===== src/rtl/adcb_pkg.sv =====
package adcb_pkg;

    typedef enum logic [0:0] {
        ALN_WAIT = 1'b0,
        ALN_RUN  = 1'b1
    } align_state_e;

    // Synchronised converter pins, in this bit order.
    typedef struct packed {
        logic bit_clk;
        logic word_clk;
        logic data;
    } serial_pins_t;

    // One event per bit-clock rising edge seen in the system domain.
    typedef struct packed {
        logic strobe;
        logic word_clk;
        logic data;
    } serial_evt_t;

    function automatic logic rose(input logic now_v, input logic prev_v);
        return now_v & ~prev_v;
    endfunction

endpackage


===== src/rtl/adcb_sync.sv =====
module adcb_sync #(
    parameter int WIDTH  = 3,
    parameter int STAGES = 2
) (
    input  logic             clk,
    input  logic             rst,
    input  logic [WIDTH-1:0] async_i,
    output logic [WIDTH-1:0] sync_o
);
    logic [WIDTH-1:0] stage_q [STAGES];

    generate
        for (genvar s = 0; s < STAGES; s++) begin : g_stage
            always_ff @(posedge clk) begin
                if (rst) stage_q[s] <= '0;
                else if (s == 0) stage_q[s] <= async_i;
                else stage_q[s] <= stage_q[(s == 0) ? 0 : s-1];
            end
        end
    endgenerate

    assign sync_o = stage_q[STAGES-1];
endmodule


===== src/rtl/adcb_sampler.sv =====
module adcb_sampler
    import adcb_pkg::*;
#(
    parameter int SYNC_STAGES = 2
) (
    input  logic        clk,
    input  logic        rst,
    input  logic        bit_clk_i,
    input  logic        word_clk_i,
    input  logic        ser_data_i,
    output serial_evt_t evt_o
);
    localparam int PIN_W = $bits(serial_pins_t);

    serial_pins_t pins_s;
    logic         bclk_prev_q;

    adcb_sync #(.WIDTH(PIN_W), .STAGES(SYNC_STAGES)) u_sync (
        .clk    (clk),
        .rst    (rst),
        .async_i({bit_clk_i, word_clk_i, ser_data_i}),
        .sync_o (pins_s)
    );

    always_ff @(posedge clk) begin
        if (rst) bclk_prev_q <= 1'b0;
        else     bclk_prev_q <= pins_s.bit_clk;
    end

    always_comb begin
        evt_o.strobe   = rose(pins_s.bit_clk, bclk_prev_q);
        evt_o.word_clk = pins_s.word_clk;
        evt_o.data     = pins_s.data;
    end

    // a sampling event never repeats on consecutive cycles
    assert_strobe_single_R2: assert property (@(posedge clk) disable iff (rst)
        evt_o.strobe |=> !evt_o.strobe);
endmodule


===== src/rtl/adcb_framer.sv =====
module adcb_framer
    import adcb_pkg::*;
#(
    parameter int SAMPLE_BITS = 24,
    parameter int BYTE_BITS   = 8
) (
    input  logic                 clk,
    input  logic                 rst,
    input  logic                 restart_i,
    input  serial_evt_t          evt_i,
    output logic                 byte_vld_o,
    output logic [BYTE_BITS-1:0] byte_o
);
    localparam int CNT_W = $clog2(SAMPLE_BITS + 1);
    localparam int POS_W = (BYTE_BITS > 2) ? $clog2(BYTE_BITS) : 1;

    align_state_e         state_q;
    logic                 seen_low_q, prev_lr_q;
    logic [CNT_W-1:0]     slot_cnt_q;
    logic [POS_W-1:0]     pos_q, pos_eff;
    logic [BYTE_BITS-1:0] shreg_q, shifted;
    logic                 start_now, new_chan, take, last_bit;

    always_comb begin
        start_now = (state_q == ALN_WAIT) && evt_i.strobe && evt_i.word_clk && seen_low_q;
        new_chan  = (state_q == ALN_RUN) && evt_i.strobe && (evt_i.word_clk != prev_lr_q);
        take      = start_now || new_chan ||
                    ((state_q == ALN_RUN) && evt_i.strobe && (slot_cnt_q < CNT_W'(SAMPLE_BITS)));
        pos_eff   = (start_now || new_chan) ? '0 : pos_q;
        last_bit  = (pos_eff == POS_W'(BYTE_BITS - 1));
        shifted   = {shreg_q[BYTE_BITS-2:0], evt_i.data};
    end

    always_ff @(posedge clk) begin
        if (rst || restart_i) begin
            state_q    <= ALN_WAIT;
            seen_low_q <= 1'b0;
            prev_lr_q  <= 1'b0;
            slot_cnt_q <= '0;
            pos_q      <= '0;
            shreg_q    <= '0;
            byte_vld_o <= 1'b0;
            byte_o     <= '0;
        end else begin
            byte_vld_o <= 1'b0;
            if (evt_i.strobe) begin
                prev_lr_q <= evt_i.word_clk;
                if (!evt_i.word_clk) seen_low_q <= 1'b1;
            end
            if (start_now) state_q <= ALN_RUN;
            if (take) begin
                shreg_q    <= shifted;
                slot_cnt_q <= (start_now || new_chan) ? CNT_W'(1) : slot_cnt_q + CNT_W'(1);
                pos_q      <= last_bit ? '0 : pos_eff + POS_W'(1);
                if (last_bit) begin
                    byte_vld_o <= 1'b1;
                    byte_o     <= shifted;
                end
            end
        end
    end

    // capture never runs past the sample length inside one slot
    assert_slot_limit_R5: assert property (@(posedge clk) disable iff (rst)
        slot_cnt_q <= CNT_W'(SAMPLE_BITS));
    // nothing is produced while still waiting for alignment
    assert_wait_silent_R3: assert property (@(posedge clk) disable iff (rst)
        (state_q == ALN_WAIT) |=> !byte_vld_o);
    // one completion pulse per byte
    assert_byte_pulse_R6: assert property (@(posedge clk) disable iff (rst)
        byte_vld_o |=> !byte_vld_o);
    // a restart always returns to the waiting state
    assert_restart_wait_R8: assert property (@(posedge clk) disable iff (rst)
        restart_i |=> (state_q == ALN_WAIT));
endmodule


===== src/rtl/adcb_fifo_wr.sv =====
module adcb_fifo_wr #(
    parameter int BYTE_BITS = 8
) (
    input  logic                 clk,
    input  logic                 rst,
    input  logic                 restart_i,
    input  logic                 byte_vld_i,
    input  logic [BYTE_BITS-1:0] byte_i,
    input  logic                 fifo_full_i,
    output logic [BYTE_BITS-1:0] fifo_data_o,
    output logic                 fifo_wr_o,
    output logic                 overflow_o
);
    always_ff @(posedge clk) begin
        if (rst || restart_i) begin
            fifo_wr_o   <= 1'b0;
            fifo_data_o <= '0;
            overflow_o  <= 1'b0;
        end else begin
            fifo_wr_o <= 1'b0;
            if (byte_vld_i) begin
                if (!fifo_full_i) begin
                    fifo_wr_o   <= 1'b1;
                    fifo_data_o <= byte_i;
                end else begin
                    overflow_o <= 1'b1;
                end
            end
        end
    end

    // a write only follows an edge where the FIFO had room
    assert_wr_gated_R6: assert property (@(posedge clk) disable iff (rst)
        fifo_wr_o |-> !$past(fifo_full_i));
    assert_wr_pulse_R6: assert property (@(posedge clk) disable iff (rst)
        fifo_wr_o |=> !fifo_wr_o);
    // the overflow flag holds until a restart
    assert_ovf_sticky_R7: assert property (@(posedge clk) disable iff (rst)
        ($past(overflow_o) && !$past(restart_i)) |-> overflow_o);
    // restart clears the flag and suppresses writes
    assert_restart_clear_R8: assert property (@(posedge clk) disable iff (rst)
        restart_i |=> (!overflow_o && !fifo_wr_o));
endmodule


===== src/rtl/audio_adc_fifo_bridge.sv =====
module audio_adc_fifo_bridge
    import adcb_pkg::*;
#(
    parameter int SAMPLE_BITS = 24,
    parameter int BYTE_BITS   = 8,
    parameter int SYNC_STAGES = 2
) (
    input  logic       clk,
    input  logic       rst,
    input  logic       bit_clk_i,
    input  logic       word_clk_i,
    input  logic       ser_data_i,
    input  logic       host_rx_i,
    input  logic       fifo_full_i,
    output logic [7:0] fifo_data_o,
    output logic       fifo_wr_o,
    output logic       overflow_o
);
    serial_evt_t          evt;
    logic                 byte_vld;
    logic [BYTE_BITS-1:0] byte_w;
    logic [BYTE_BITS-1:0] data_w;

    adcb_sampler #(.SYNC_STAGES(SYNC_STAGES)) u_sampler (
        .clk       (clk),
        .rst       (rst),
        .bit_clk_i (bit_clk_i),
        .word_clk_i(word_clk_i),
        .ser_data_i(ser_data_i),
        .evt_o     (evt)
    );

    adcb_framer #(.SAMPLE_BITS(SAMPLE_BITS), .BYTE_BITS(BYTE_BITS)) u_framer (
        .clk       (clk),
        .rst       (rst),
        .restart_i (host_rx_i),
        .evt_i     (evt),
        .byte_vld_o(byte_vld),
        .byte_o    (byte_w)
    );

    adcb_fifo_wr #(.BYTE_BITS(BYTE_BITS)) u_wr (
        .clk        (clk),
        .rst        (rst),
        .restart_i  (host_rx_i),
        .byte_vld_i (byte_vld),
        .byte_i     (byte_w),
        .fifo_full_i(fifo_full_i),
        .fifo_data_o(data_w),
        .fifo_wr_o  (fifo_wr_o),
        .overflow_o (overflow_o)
    );

    assign fifo_data_o = 8'(data_w);
endmodule


===== config.mk =====
export PLATFORM = sky130hd
export DESIGN_NAME = audio_adc_fifo_bridge
export DESIGN_NICKNAME = d
export VERILOG_FILES = /design/src/rtl/adcb_pkg.sv /design/src/rtl/adcb_sync.sv /design/src/rtl/adcb_sampler.sv /design/src/rtl/adcb_framer.sv /design/src/rtl/adcb_fifo_wr.sv /design/src/rtl/audio_adc_fifo_bridge.sv
export SDC_FILE = /design/constraint.sdc
export NUM_CORES = 1
export LEC_CHECK = 0
export BUFFER_PORTS_ARGS = -buffer_cell sky130_fd_sc_hd__buf_2
export CAP_MARGIN = 20
export CORE_ASPECT_RATIO = 2
export CORE_MARGIN = 2
export CORE_UTILIZATION = 45
export CTS_CLUSTER_SIZE = 25
export DETAILED_ROUTE_END_ITERATION = 7
export PLACE_DENSITY_LB_ADDON = 0.12
export SYNTH_ARGS = -nofsm -noshare
export SYNTH_HDL_FRONTEND = slang
export SYNTH_SLANG_ARGS = --single-unit

===== constraint.sdc =====
create_clock -name clk -period 2.42 [get_ports clk]
set_input_delay 0.484 -clock clk [delete_from_list [all_inputs] [get_ports clk]]
set_output_delay 0.484 -clock clk [all_outputs]
set_load 0.02 [all_outputs]

; After elaboration in Yosys (flattened, before gate mapping)
; Memory sizes are Yosys's and may differ from the RTL's.
; Cells that the tools add are included.
[word_totals]
register_bits = 38
elab_cells = 52
mem_bits_rw = 6
output_inout_bits = 10
rom_bits = 0
mem_count = 1
latch_bits = 0
in_bits = 7
[mem_list]
columns = name, words, width, rd, rd_ports_with_merged_regs, wr, line_no
row1 = u_sampler.u_sync.stage_q, 2, 3, 2, 0, 2, adcb_sync.sv:10  ; logic [WIDTH-1:0] stage_q [STAGES];
[classes]
eq_ne = 2
add_sub_neg = 2
magnitude_cmp = 1
n_shift = 0
mux = 10
div = 0
mul = 0
bitwise = 9
n_reduce_logical = 15
[ops]
columns = op, n
row1 = 2-to-1 mux 3 bit, 4
row2 = AND reduction 2 bit, 4
row3 = logical AND 1 bit, 6
row4 = inverter 1 bit, 6
row5 = adder 5 x 1 -> 5 bit (second input constant), 1
row6 = less-than comparator 5 bit (second input constant), 1
row7 = 2-to-1 mux 1 bit, 5
row8 = 2-to-1 mux 5 bit, 1
row9 = OR reduction 2 bit, 2
row10 = adder 3 x 1 -> 3 bit (second input constant), 1
row11 = == test 3 bit (second input constant), 1
row12 = logical OR 1 bit, 3
row13 = bitwise OR 1 bit, 2
row14 = bitwise AND 1 bit, 1
row15 = inequality test 1 bit, 1

; Longest topological paths before layout
; Gate-level depths: netlist of run 1.
[depth]
word_depth = 9
mapped_depth = 10
mapped_depth_nobuf = 9

; Modules after synthesis
; A second synthesis of run 1 with hierarchy kept.
[hier_totals]
hier_cells = 172
hier_area_um2 = 1757.9
[modules_own_cells]
columns = mod, cells_per_inst, n_inst, area_each_um2
row1 = adcb_framer, 114, 1, 1201.2
row2 = adcb_fifo_wr, 43, 1, 351.6
row3 = adcb_sync, 12, 1, 157.7
row4 = adcb_sampler, 3, 1, 47.5

; Least setup slack after synthesis of run 1
; OpenSTA, ideal clock, no wires.
[synth_path]
kind = flip-flop to flip-flop
from = memory u_sampler.u_sync.stage_q[1][2]
to = register u_framer.byte_o[0]
t_required_ns = 2.348
stages_incl_launch_ff = 11
setup_time_ns = 0.072
t_arrival_ns = 1.928
period_less_slack_ns = 1.999
setup_slack_ns = 0.421
path_cell_list = dfxtp_1 > nor2b_1 > nand3_1 > o22ai_1 > nor2b_1 > ha_1 > ha_1 > inv_1 > or2_1 > buf_6 > mux2i_1
[synth_lines]
columns = item, line_no
row1 = "start, declared", adcb_sync.sv:10
row2 = "end signal, assigned", adcb_framer.sv:57  ; byte_o <= shifted;
row3 = "end, declared", adcb_framer.sv:12  ; output logic [BYTE_BITS-1:0] byte_o

==> Implementation_results.wiki, run 1 <==
{| class="wikitable"
! Metric !! Value
|-
| Worst Path Class, Setup || reg -> reg
|-
| Leading register cell type out of synthesis || dfxtp_1
|-
| Worst voltage drop across the vdd grid || 0.429 mV
|-
| Worst slew margin relative to its limit || 0.585
|-
| Overall track demand over capacity in global routing || 0.174
|-
| Relative contribution of combinational cells to total power || 0.023
|-
| Final slew viol count || 0
|-
| Synth Net Count || roughly 190
|-
| Number of nets in the layout || 205
|-
| Number of violations reported at the end of detailed-routing iteration 0 || 8
|-
| Port Buffers || 16
|-
| Post-synthesis cell type with the largest combined area || dfxtp_1
|-
| Slew at the pin closest to its max-slew limit || ~0.62 ns
|-
| Maximum clock rate || around 450 MHz
|-
| Vias in the first global route || between 1000 and 1500
|-
| Vias per std cell || between 4 and 5
|-
| Final clock skew || a little under 0.003 ns
|-
| Number of instances in the synthesized netlist || around 180
|-
| Number of buffers on the longest clock path || 2
|-
| EDFF count, synth || 0
|-
| Delay of the slowest cell on the worst path || a little under 0.4 ns
|-
| Sequential share of power || 0.599
|-
| Required time worst endpoint || about 2.6 ns
|-
| Area contributors post-synth || dfxtp_1, nand2_1, mux2i_1
|-
| Highest net fanout along the worst path || 9
|-
| CP Cell Sequence || nor2b_1 > nand3_1 > o22ai_1 > nor2b_1 > ha_1 > ha_1 > inv_1 > or2_1 > mux2i_1
|-
| Area share of the largest cell type after synthesis || 0.542
|-
| Summed area of non-filler cells in the final layout || 1820 um2
|-
| CORE AREA || about 3400 um2
|-
| Detailed Place HPWL || 2.16 mm
|-
| First-pass GRT wire length || 5.08 mm
|-
| Cell area power density || ~670 nW/um2
|-
| Count of hold-fix buffers inserted at cts || 0
|-
| Fill cell total of the finished layout || 322
|-
| Sink Count || 44
|-
| Synth Register Bits || 44
|-
| Post-CTS resize count || 0
|-
| Floorplan die area || 4130 um2
|-
| Part of the cycle the worst path needs || 0.915
|-
| Final critical path time including I/O delays and setup || roughly 2.2 ns
|-
| Layout overhead on the synthesized area || 12.3%
|-
| Critical register-to-register path startpoint || u_sampler.u_sync.stage_q[1][2]
|-
| Number of ports placed on the die boundary || 17
|-
| Num CTS Buffers || 5
|-
| Height of the die || a little under 90 um
|-
| Final Hold Fails || 0
|-
| Clock network fraction of total power || 0.378
|-
| Cell row count || 30
|-
| Arrival time at the worst endpoint || between 2 and 2.5 ns
|-
| DR vias || roughly 1200
|-
| Warnings from Yosys || 0
|-
| Clock tree from TritonCTS || done
|-
| Hold Crit Class || in -> reg
|-
| Global-route congestion overflow total || 0
|-
| Sequential share of the synthesized area || 0.542
|-
| Post-CTS setup-driven buffer insertion count || 0
|-
| Switching power of the nets || approximately 0.25 mW
|-
| Count of max-cap constraint violations || 0
|-
| Share of flip-flops with an asynchronous set or reset after synthesis || 0
|-
| Leakage power || between 0.7 and 0.8 nW
|-
| Crit path from || u_sampler.u_sync.stage_q[1][2]
|-
| Total Negative Setup Slacks || 0 ns
|-
| Mean area per synthesized cell || 9.07 um2
|-
| Library cells used by synthesis || 25
|-
| Synthesized cell area || about 1600 um2
|-
| Setup repair after global routing missed its margin || false
|-
| Clk pin slew, worst setup/hold paths || 0.08 ns
|-
| Reg2Reg Depth || 9
|-
| Average routed wire per standard cell || approximately 12 um
|-
| Most frequently used cell type in the post-synthesis netlist || dfxtp_1
|-
| Share of cells above drive strength 1 || 0.133
|-
| Internal power || around 0.97 mW
|-
| Remaining design rule violation count || 0
|-
| Clk_lat worst skew || around 0.29 ns
|-
| Final-report setup violation count || 0
|-
| Final GP Congestion || between 0.7 and 0.8
|-
| Placement Cell Area || 1730 um2
|-
| Cell with the largest stage delay on the worst path || or2_1
|-
| Switching Share || 0.204
|-
| Type of element launching the critical path || flip-flop
|-
| Initial cell density of the core || 0.475
|-
| Clock root buffer || clkbuf_8
|-
| Dominant delay contributor by cell family on the critical path || simple AND/OR/NAND/NOR gates
|-
| CTS H-tree depth || 2
|-
| Total wire length after detailed routing || 2.88 mm
|-
| Top cells by count, synth || dfxtp_1, nand2_1, a21oi_1, nor2b_1, nand3_1
|-
| Number of nets with antenna violations after detailed routing || 0
|-
| CP endpoint kind || flip-flop
|-
| Critical path buffer and inverter count || 1
|-
| Number of inserted diodes || 0
|-
| DR pass1 iterations || 3
|-
| Outcome || complete, no violations
|-
| Worst Hold Path Cells || 2
|-
| Hold path startpoint || ser_data_i
|-
| Largest net degree at the start of global routing || 30
|-
| Levels on crit path || 9
|-
| Horizontal die dimension || around 46 um
|-
| Antenna violations before repair || 0
|}
layout by cell type (no fill, tap or decap):
cell type,count
dfxtp_1,44
nand2_1,38
buf_2,16
nor2b_1,12
a21oi_1,12
nand3_1,10
o21ai_0,9
mux2i_1,9
nor2_1,7
nor3_1,7
clkbuf_8,6
xnor2_1,3
ha_1,3
buf_4,3
nand2b_1,2
inv_1,2
xor2_1,2
o21a_1,2
clkbuf_1,2
o22ai_1,1
and2_1,1
a311o_1,1
or2_2,1
a41oi_1,1
or2_1,1
nand4_1,1
metrics by stage:
step / worst slack, ns / cells / utilization / power (mW) / hold slack [ns]
floorplan: 0.421 / 179 / - / 0.766 / 0.414
global placement: 0.337 / 236 / 0.508 / 0.777 / 0.421
detailed placement: 0.182 / 236 / 0.508 / 0.777 / 0.429
CTS: 0.158 / 244 / 0.534 / 1.23 / 0.400
global route: 0.00218 / 244 / 0.534 / 1.27 / 0.413
finish: 0.205 / 244 / 0.534 / 1.22 / 0.399
cell families after synthesis:
group,synth area share
compound gates,0.0894
buf+inv,0.0370
simple gates,0.226
flops,0.542
fa+ha+maj,0.0231
mux,0.0555
xor+xnor,0.0270
final timing paths:
| kind | to | slack [ns] |
|---|---|---|
| setup reg to reg | u_framer.byte_o[6] | 0.21 |
| setup / recovery | u_framer.byte_o[6] | 0.21 |
| hold reg to reg | u_sampler.u_sync.stage_q[1][1] | 0.44 |
| hold / removal | u_sampler.u_sync.stage_q[0][0] | 0.40 |
sequential cells by signal, summed over array words and instances, names as in the netlist, 3 cells and up:
| register | cells |
|---|---|
| u_wr.fifo_data_o | 8 |
| u_sampler.u_sync.stage_q | 6 |
| u_framer.shreg_q | 7 |
| u_framer.byte_o | 8 |
| u_framer.slot_cnt_q | 5 |
| u_framer.pos_q | 3 |
power by group through the flow:
stage | logic (mW) | clock network, mW | registers, mW
after CTS | 0.0289 | 0.474 | 0.731
after global routing | 0.0320 | 0.510 | 0.732
after detailed placement | 0.0288 | 0 | 0.748
final | 0.0281 | 0.461 | 0.731
after global placement | 0.0282 | 0 | 0.748
after floorplan | 0.0184 | 0 | 0.748
cell type report:
| type | instances | area (um2) | share of cell area |
|---|---|---|---|
| clock buffers | 8 | 90.1 | 0.0494 |
| inverters | 2 | 7.51 | 0.00412 |
| multi-input cells | 123 | 683 | 0.374 |
| flip-flops and latches | 44 | 881 | 0.483 |
| well taps | 48 | 60.1 | 0.0329 |
| repair buffers | 19 | 103 | 0.0562 |
per-layer routing:
layer  share of wire  vias up  wire, um  GRT usage
met1            0.37      551      1050      0.157
met3           0.025        8        73     0.0424
li1                -      623         -          -
met5               0        -         0          0
met4           0.029        0        83     0.0935
met2            0.58       16      1660      0.327
No activity file was read; power rests on OpenSTA's default activity.
==> run 2: changes to the inputs <==
- CORE_UTILIZATION: 45 -> 56
==> Implementation_results.wiki, run 2 (synthesis results as in run 1) <==
{| class="wikitable"
! Metric !! Value
|-
| Outcome || complete, no violations
|-
| Number of inserted diodes || 0
|-
| Part of the cycle the worst path needs || 0.853
|-
| Fill cell total of the finished layout || 240
|-
| Worst hold margin || 0.401 ns
|-
| Cell row count || 27
|-
| Largest net degree at the start of global routing || 30
|-
| Average routed wire per standard cell || between 10 and 15 um
|-
| Multi-input gate area in the final layout || just under 700 um2
|-
| Worst Path Class, Setup || reg -> reg
|-
| Clk_lat worst skew || around 0.30 ns
|-
| Most frequent standard cell in the layout excluding fill and tap cells || dfxtp_1
|-
| Highest net fanout along the worst path || 9
|-
| DR pass1 iterations || 4
|-
| Share of cells above drive strength 1 || 0.148
|-
| Clk pin slew, worst setup/hold paths || 0.08 ns
|-
| Leakage power || approximately 0.75 nW
|-
| Number of ports placed on the die boundary || 17
|-
| Clock root buffer || clkbuf_8
|-
| Hold Crit Class || in -> reg
|-
| Arrival time at the worst endpoint || between 2 and 2.5 ns
|-
| Detailed Place HPWL || between 2 and 2.5 mm
|-
| Worst slew margin relative to its limit || 0.578
|-
| DR vias || approximately 1200
|-
| Number of nets with antenna violations after detailed routing || 0
|-
| Post-placement setup slack || approximately 0.17 ns
|-
| Antenna violations before repair || 0
|-
| First-pass GRT wire length || approximately 5 mm
|-
| Type of element launching the critical path || flip-flop
|-
| Hold path startpoint || ser_data_i
|-
| Slew at the pin closest to its max-slew limit || about 0.63 ns
|-
| Final-report setup violation count || 0
|-
| Count of max-cap constraint violations || 0
|-
| Final critical path time including I/O delays and setup || between 2 and 2.5 ns
|-
| Layout overhead on the synthesized area || 13.1%
|-
| Setup repair after global routing missed its margin || false
|-
| Total wire length after detailed routing || 2.86 mm
|-
| Worst Hold Path Cells || 2
|-
| Remaining design rule violation count || 0
|-
| Port Buffers || 16
|-
| Final Hold Fails || 0
|-
| Global-route congestion overflow total || 0
|-
| Horizontal die dimension || 42.1 um
|-
| Clock tree from TritonCTS || done
|-
| Worst voltage drop across the vdd grid || around 0.71 mV
|-
| CP endpoint kind || flip-flop
|-
| Vias per std cell || ~5.4
|-
| Final GP Congestion || ~0.73
|-
| Initial cell density of the core || 0.586
|-
| Number of nets in the layout || about 200
|-
| Maximum clock rate || ~480 MHz
|-
| Num CTS Buffers || 5
|-
| Vias in the first global route || 1205
|-
| Overall track demand over capacity in global routing || 0.199
|-
| Floorplan die area || 3370 um2
|-
| CTS H-tree depth || 2
|-
| Total Negative Setup Slacks || 0 ns
|-
| Number of buffers on the longest clock path || 2
|-
| Reg2reg setup slack || about 0.35 ns
|-
| Final clock skew || 0.00516 ns
|-
| Destination of the worst register-to-register timing path || u_framer.byte_o[7]
|-
| Required time worst endpoint || 2.65 ns
|-
| Critical register-to-register path startpoint || u_sampler.u_sync.stage_q[1][2]
|-
| Overall Power || roughly 1.4 mW
|-
| Reg2Reg Depth || 9
|-
| Commonest cells after routing, fill and taps aside || dfxtp_1, nand2_1, buf_2, nor2b_1, a21oi_1
|-
| Final slew viol count || 0
|-
| Final setup slack of the worst path || ~0.35 ns
|-
| CORE AREA || approximately 2800 um2
|-
| Number of violations reported at the end of detailed-routing iteration 0 || 17
|-
| Height of the die || between 80 and 90 um
|-
| Cell area power density || ~740 nW/um2
|-
| Sink Count || between 40 and 50
|-
| Footprint of the flip-flops and latches || approximately 880 um2
|-
| Count of hold-fix buffers inserted at cts || 0
|-
| Registers with the most flip-flops || u_framer.byte_o (8), u_wr.fifo_data_o (8), u_framer.shreg_q (7)
|-
| Hold-critical path endpoint || u_sampler.u_sync.stage_q[0][0]
|}
[run 2: cell type report]
| cell class | instances | share of cell area |
|---|---|---|
| repair buffers | 19 | 0.0559 |
| clock inverters | 1 | 0.0163 |
| well taps | 29 | 0.0198 |
| multi-input cells | 123 | 0.372 |
| inverters | 2 | 0.00409 |
| flip-flops and latches | 44 | 0.480 |
| clock buffers | 7 | 0.0525 |
[run 2: timing repair]
| item | 4_1_cts | 5_1_grt |
|---|---|---|
| gates resized for setup | 0 | 1 |
| setup buffers | 0 | 0 |
| setup endpoints to repair | 0 | 7 |
[run 2: worst max path at each step]
stage                                   start                  to  slack [ns]  cells after the start
3_5_place_dp   u_sampler.u_sync.stage_q[1][2]  u_framer.byte_o[7]        0.17                      9
3_3_place_gp   u_sampler.u_sync.stage_q[1][2]  u_framer.byte_o[2]        0.35                      9
5_1_grt        u_sampler.u_sync.stage_q[1][2]  u_framer.byte_o[1]        0.14                      9
2_1_floorplan  u_sampler.u_sync.stage_q[1][2]  u_framer.byte_o[0]        0.42                     10
4_1_cts        u_sampler.u_sync.stage_q[1][2]  u_framer.byte_o[7]        0.15                      9
6_report       u_sampler.u_sync.stage_q[1][2]  u_framer.byte_o[7]        0.35                      9
[run 2: through the flow]
stage / instance area (um2) / utilization / std cells
after detailed placement: 1710 / 0.617 / 217
final: 1840 / 0.663 / 225
after floorplan: 1620 / - / 179
after CTS: 1840 / 0.663 / 225
after global routing: 1840 / 0.663 / 225
after global placement: 1710 / 0.617 / 217
[run 2: power by group]
group | switching, mW | leakage (nW) | internal (mW)
Combinational | 0.0184 | 0.327 | 0.0101
Sequential | 0.00256 | 0.356 | 0.729
Clock | 0.236 | 0.0645 | 0.364
[run 2: layer usage]
| metal | global-route usage | vias to the layer above | share of wire |
|---|---|---|---|
| li1 | - | 622 | - |
| met1 | 0.170 | 567 | 0.35 |
| met2 | 0.400 | 15 | 0.60 |
| met3 | 0.0472 | 6 | 0.027 |
| met4 | 0.106 | 0 | 0.025 |
| met5 | 0 | - | 0 |
[run 2: critical path, stage by stage (launching register included)]
cell and delay [ns]:
dfxtp_1 0.35, nor2b_1 0.21, nand3_1 0.12, o22ai_1 0.31, nor2b_1 0.10, ha_1 0.21, ha_1 0.17, inv_1 0.04
or2_2 0.26, mux2i_1 0.23
==> run 3: changes to the inputs <==
- CORE_UTILIZATION: 56 -> 57
- SYNTH_HIERARCHICAL: unset -> 1
==> Implementation_results.wiki, run 3 <==
{| class="wikitable"
! Metric !! Value
|-
| Outcome || complete, no violations
|-
| DR pass1 iterations || 4
|-
| Hold-critical path endpoint || u_sampler/u_sync/stage_q[0][0]
|-
| Synth Net Count || about 180
|-
| Vias in the first global route || roughly 1200
|-
| Worst Path Class, Setup || reg -> reg
|-
| Share of flip-flops with an asynchronous set or reset after synthesis || 0
|-
| Num CTS Buffers || 5
|-
| Arrival time at the worst endpoint || approximately 2.3 ns
|-
| Hold path startpoint || ser_data_i
|-
| Post-CTS setup-driven buffer insertion count || 0
|-
| Worst Hold Path Cells || 2
|-
| Clk_lat worst skew || about 0.29 ns
|-
| Synthesized cell area || 1760 um2
|-
| Number of instances in the synthesized netlist || about 170
|-
| Largest net degree at the start of global routing || 19
|-
| First-pass GRT wire length || between 4 and 5 mm
|-
| Antenna violations before repair || 0
|-
| Delay of the slowest cell on the worst path || 0.48 ns
|-
| Post-Synth Simple-Gate Area || 0.220
|-
| Most frequent standard cell in the layout excluding fill and tap cells || dfxtp_1
|-
| Number of nets with antenna violations after detailed routing || 0
|-
| Library cells used by synthesis || 38
|-
| Floorplan die area || around 3600 um2
|-
| Sink Count || 44
|-
| XOR/XNOR Fraction of Synth Area || 0.0199
|-
| Part of the cycle the worst path needs || 0.875
|-
| Highest net fanout along the worst path || 9
|-
| Dominant combinational cell family by area after synthesis || simple AND/OR/NAND/NOR gates
|-
| Adder-cell area share of the yosys netlist || 0.0214
|-
| Remaining design rule violation count || 0
|-
| Final slew viol count || 0
|-
| Post-synthesis compound-gate area fraction || 0.125
|-
| Count of hold-fix buffers inserted at cts || 0
|-
| Final setup slack of the worst path || between 0.3 and 0.4 ns
|-
| CP Cell Sequence || nor2b_2 > o21bai_4 > o21ai_2 > nor2b_1 > ha_1 > ha_1 > a21boi_4 > mux2i_1
|-
| Type of element launching the critical path || flip-flop
|-
| Number of inserted diodes || 0
|-
| Number of ports placed on the die boundary || 17
|-
| Required time worst endpoint || around 2.6 ns
|-
| Final Hold Fails || 0
|-
| Slew at the pin closest to its max-slew limit || roughly 0.53 ns
|-
| Post-CTS resize count || 0
|-
| Global-route congestion overflow total || 0
|-
| Fill cell total of the finished layout || 270
|-
| DR vias || between 1000 and 1500
|-
| Leakage power || approximately 0.8 nW
|-
| Cell with the largest stage delay on the worst path || dfxtp_1
|-
| Final clock skew || 0.00225 ns
|-
| Height of the die || just over 80 um
|-
| Total wire length after detailed routing || 2.95 mm
|-
| Cell row count || 28
|-
| Critical register-to-register path startpoint || u_framer/state_q
|-
| Layout overhead on the synthesized area || 9.61%
|-
| Reg2reg setup slack || 0.30 ns
|-
| Final critical path time including I/O delays and setup || approximately 2.1 ns
|-
| Leading register cell type out of synthesis || dfxtp_1
|-
| Registers with the most flip-flops || u_framer/byte_o (8), u_wr/fifo_data_o (8), u_framer/shreg_q (7)
|-
| Maximum clock rate || 472 MHz
|-
| Count of max-cap constraint violations || 0
|-
| Clock root buffer || clkbuf_8
|-
| EDFF count, synth || 0
|-
| Worst voltage drop across the vdd grid || ~0.61 mV
|-
| Clock tree from TritonCTS || done
|-
| Setup repair after global routing missed its margin || false
|-
| CP endpoint kind || flip-flop
|-
| CORE AREA || just under 3000 um2
|-
| Sequential share of the synthesized area || 0.501
|-
| Port Buffers || 16
|-
| Critical path buffer and inverter count || 0
|-
| Core utilization of the finished layout || 0.655
|-
| Share of cells above drive strength 1 || 0.200
|-
| Number of nets in the layout || 200
|-
| Overall track demand over capacity in global routing || 0.189
|-
| Total Negative Setup Slacks || 0 ns
|-
| Worst slew margin relative to its limit || 0.643
|-
| Hold Crit Class || in -> reg
|-
| Final-report setup violation count || 0
|-
| Post-placement setup slack || roughly 0.35 ns
|-
| Warnings from Yosys || 6
|-
| Initial cell density of the core || 0.597
|-
| Mean area per synthesized cell || slightly above 10 um2
|-
| Most frequently used cell type in the post-synthesis netlist || dfxtp_1
|-
| Detailed Place HPWL || 2.30 mm
|-
| Number of standard cells in the layout, taps in and fillers out || 220
|-
| Cell area power density || ~600 nW/um2
|-
| Average routed wire per standard cell || about 13 um
|-
| Horizontal die dimension || between 40 and 50 um
|-
| Final GP Congestion || approximately 0.84
|-
| Number of buffers on the longest clock path || 2
|-
| Reg2Reg Depth || 8
|-
| Placed Cells incl. Taps || 213
|-
| Top cells by count, synth || dfxtp_1, nand2_1, mux2i_1, a21oi_1, nor2b_1
|-
| Commonest cells after routing, fill and taps aside || dfxtp_1, nand2_1, buf_2, mux2i_1, a21oi_1
|-
| Most used cell along the critical path || ha_1
|-
| Number of violations reported at the end of detailed-routing iteration 0 || 7
|-
| Area share of the largest cell type after synthesis || 0.501
|-
| Post-synthesis cell type with the largest combined area || dfxtp_1
|-
| Dominant delay contributor by cell family on the critical path || compound AO/OA/AOI/OAI gates
|-
| Vias per std cell || 5.49
|-
| Mux contribution to synthesized area || 0.0911
|-
| Synth Register Bits || 44
|-
| CTS H-tree depth || 2
|-
| Clk pin slew, worst setup/hold paths || approximately 0.07 ns
|-
| Destination of the worst register-to-register timing path || u_framer/byte_o[1]
|-
| Area contributors post-synth || dfxtp_1, mux2i_1, nand2_1
|}
[run 3: cell count changes after synthesis, moves of 4 or more]
cell     delta
mux2i_1     +7
nand2_1     -4
nor3_1      -4
o21ai_0     -7
nand3_1     -6
buf_1       -4
[run 3: metrics by stage]
stage | total power, mW | instance area (um2) | hold WS (ns)
3_5_place_dp | 0.778 | 1850 | 0.429
5_1_grt | 1.22 | 1930 | 0.407
6_report | 1.18 | 1930 | 0.402
4_1_cts | 1.20 | 1930 | 0.397
3_3_place_gp | 0.777 | 1850 | 0.420
2_1_floorplan | 0.766 | 1760 | 0.414
[run 3: where the power goes]
part	switching (mW)	leakage [nW]	total, mW	internal, mW
sequential	0.00240	0.356	0.731	0.729
clock	0.221	0.0410	0.417	0.196
combinational	0.0176	0.383	0.0294	0.0117
total	0.241	0.779	1.18	0.937
[run 3: worst max-delay path by stage]
stage,slack (ns),cells after the start,to,start
floorplan,0.51,10,u_framer/byte_o[0],u_sampler/u_sync/stage_q[1][2]
global placement,0.47,9,u_framer/byte_o[0],u_sampler/u_sync/stage_q[1][2]
detailed placement,0.35,8,u_framer/byte_o[1],u_framer/state_q
CTS,0.30,8,u_framer/byte_o[1],u_framer/state_q
global route,0.21,8,u_framer/byte_o[1],u_framer/state_q
finish,0.30,8,u_framer/byte_o[1],u_framer/state_q
[run 3: kinds of logic (layout without fill, tap and decap cells)]
family	Yosys count	in the layout
AOI/OAI and AO/OA	26	26
xor gates and xnor gates	4	4
adders and majority gates	3	3
buffers and inverters	7	25
DFF	44	44
muxes	16	16
and+or+nand+nor	72	72
[run 3: routing by layer]
layer,wire (um),track usage
met1,1010,0.161
met5,0,0
met2,1780,0.379
met4,72,0.109
met3,92,0.0391
[run 3: layout make-up]
class	count	area, um2	area share
well taps	30	37.5	0.0195
flip-flops and latches	44	881	0.457
multi-input cells	121	840	0.436
clock inverters	1	5.00	0.00260
inverters	1	3.75	0.00195
clock buffers	6	72.6	0.0377
repair buffers	17	87.6	0.0455
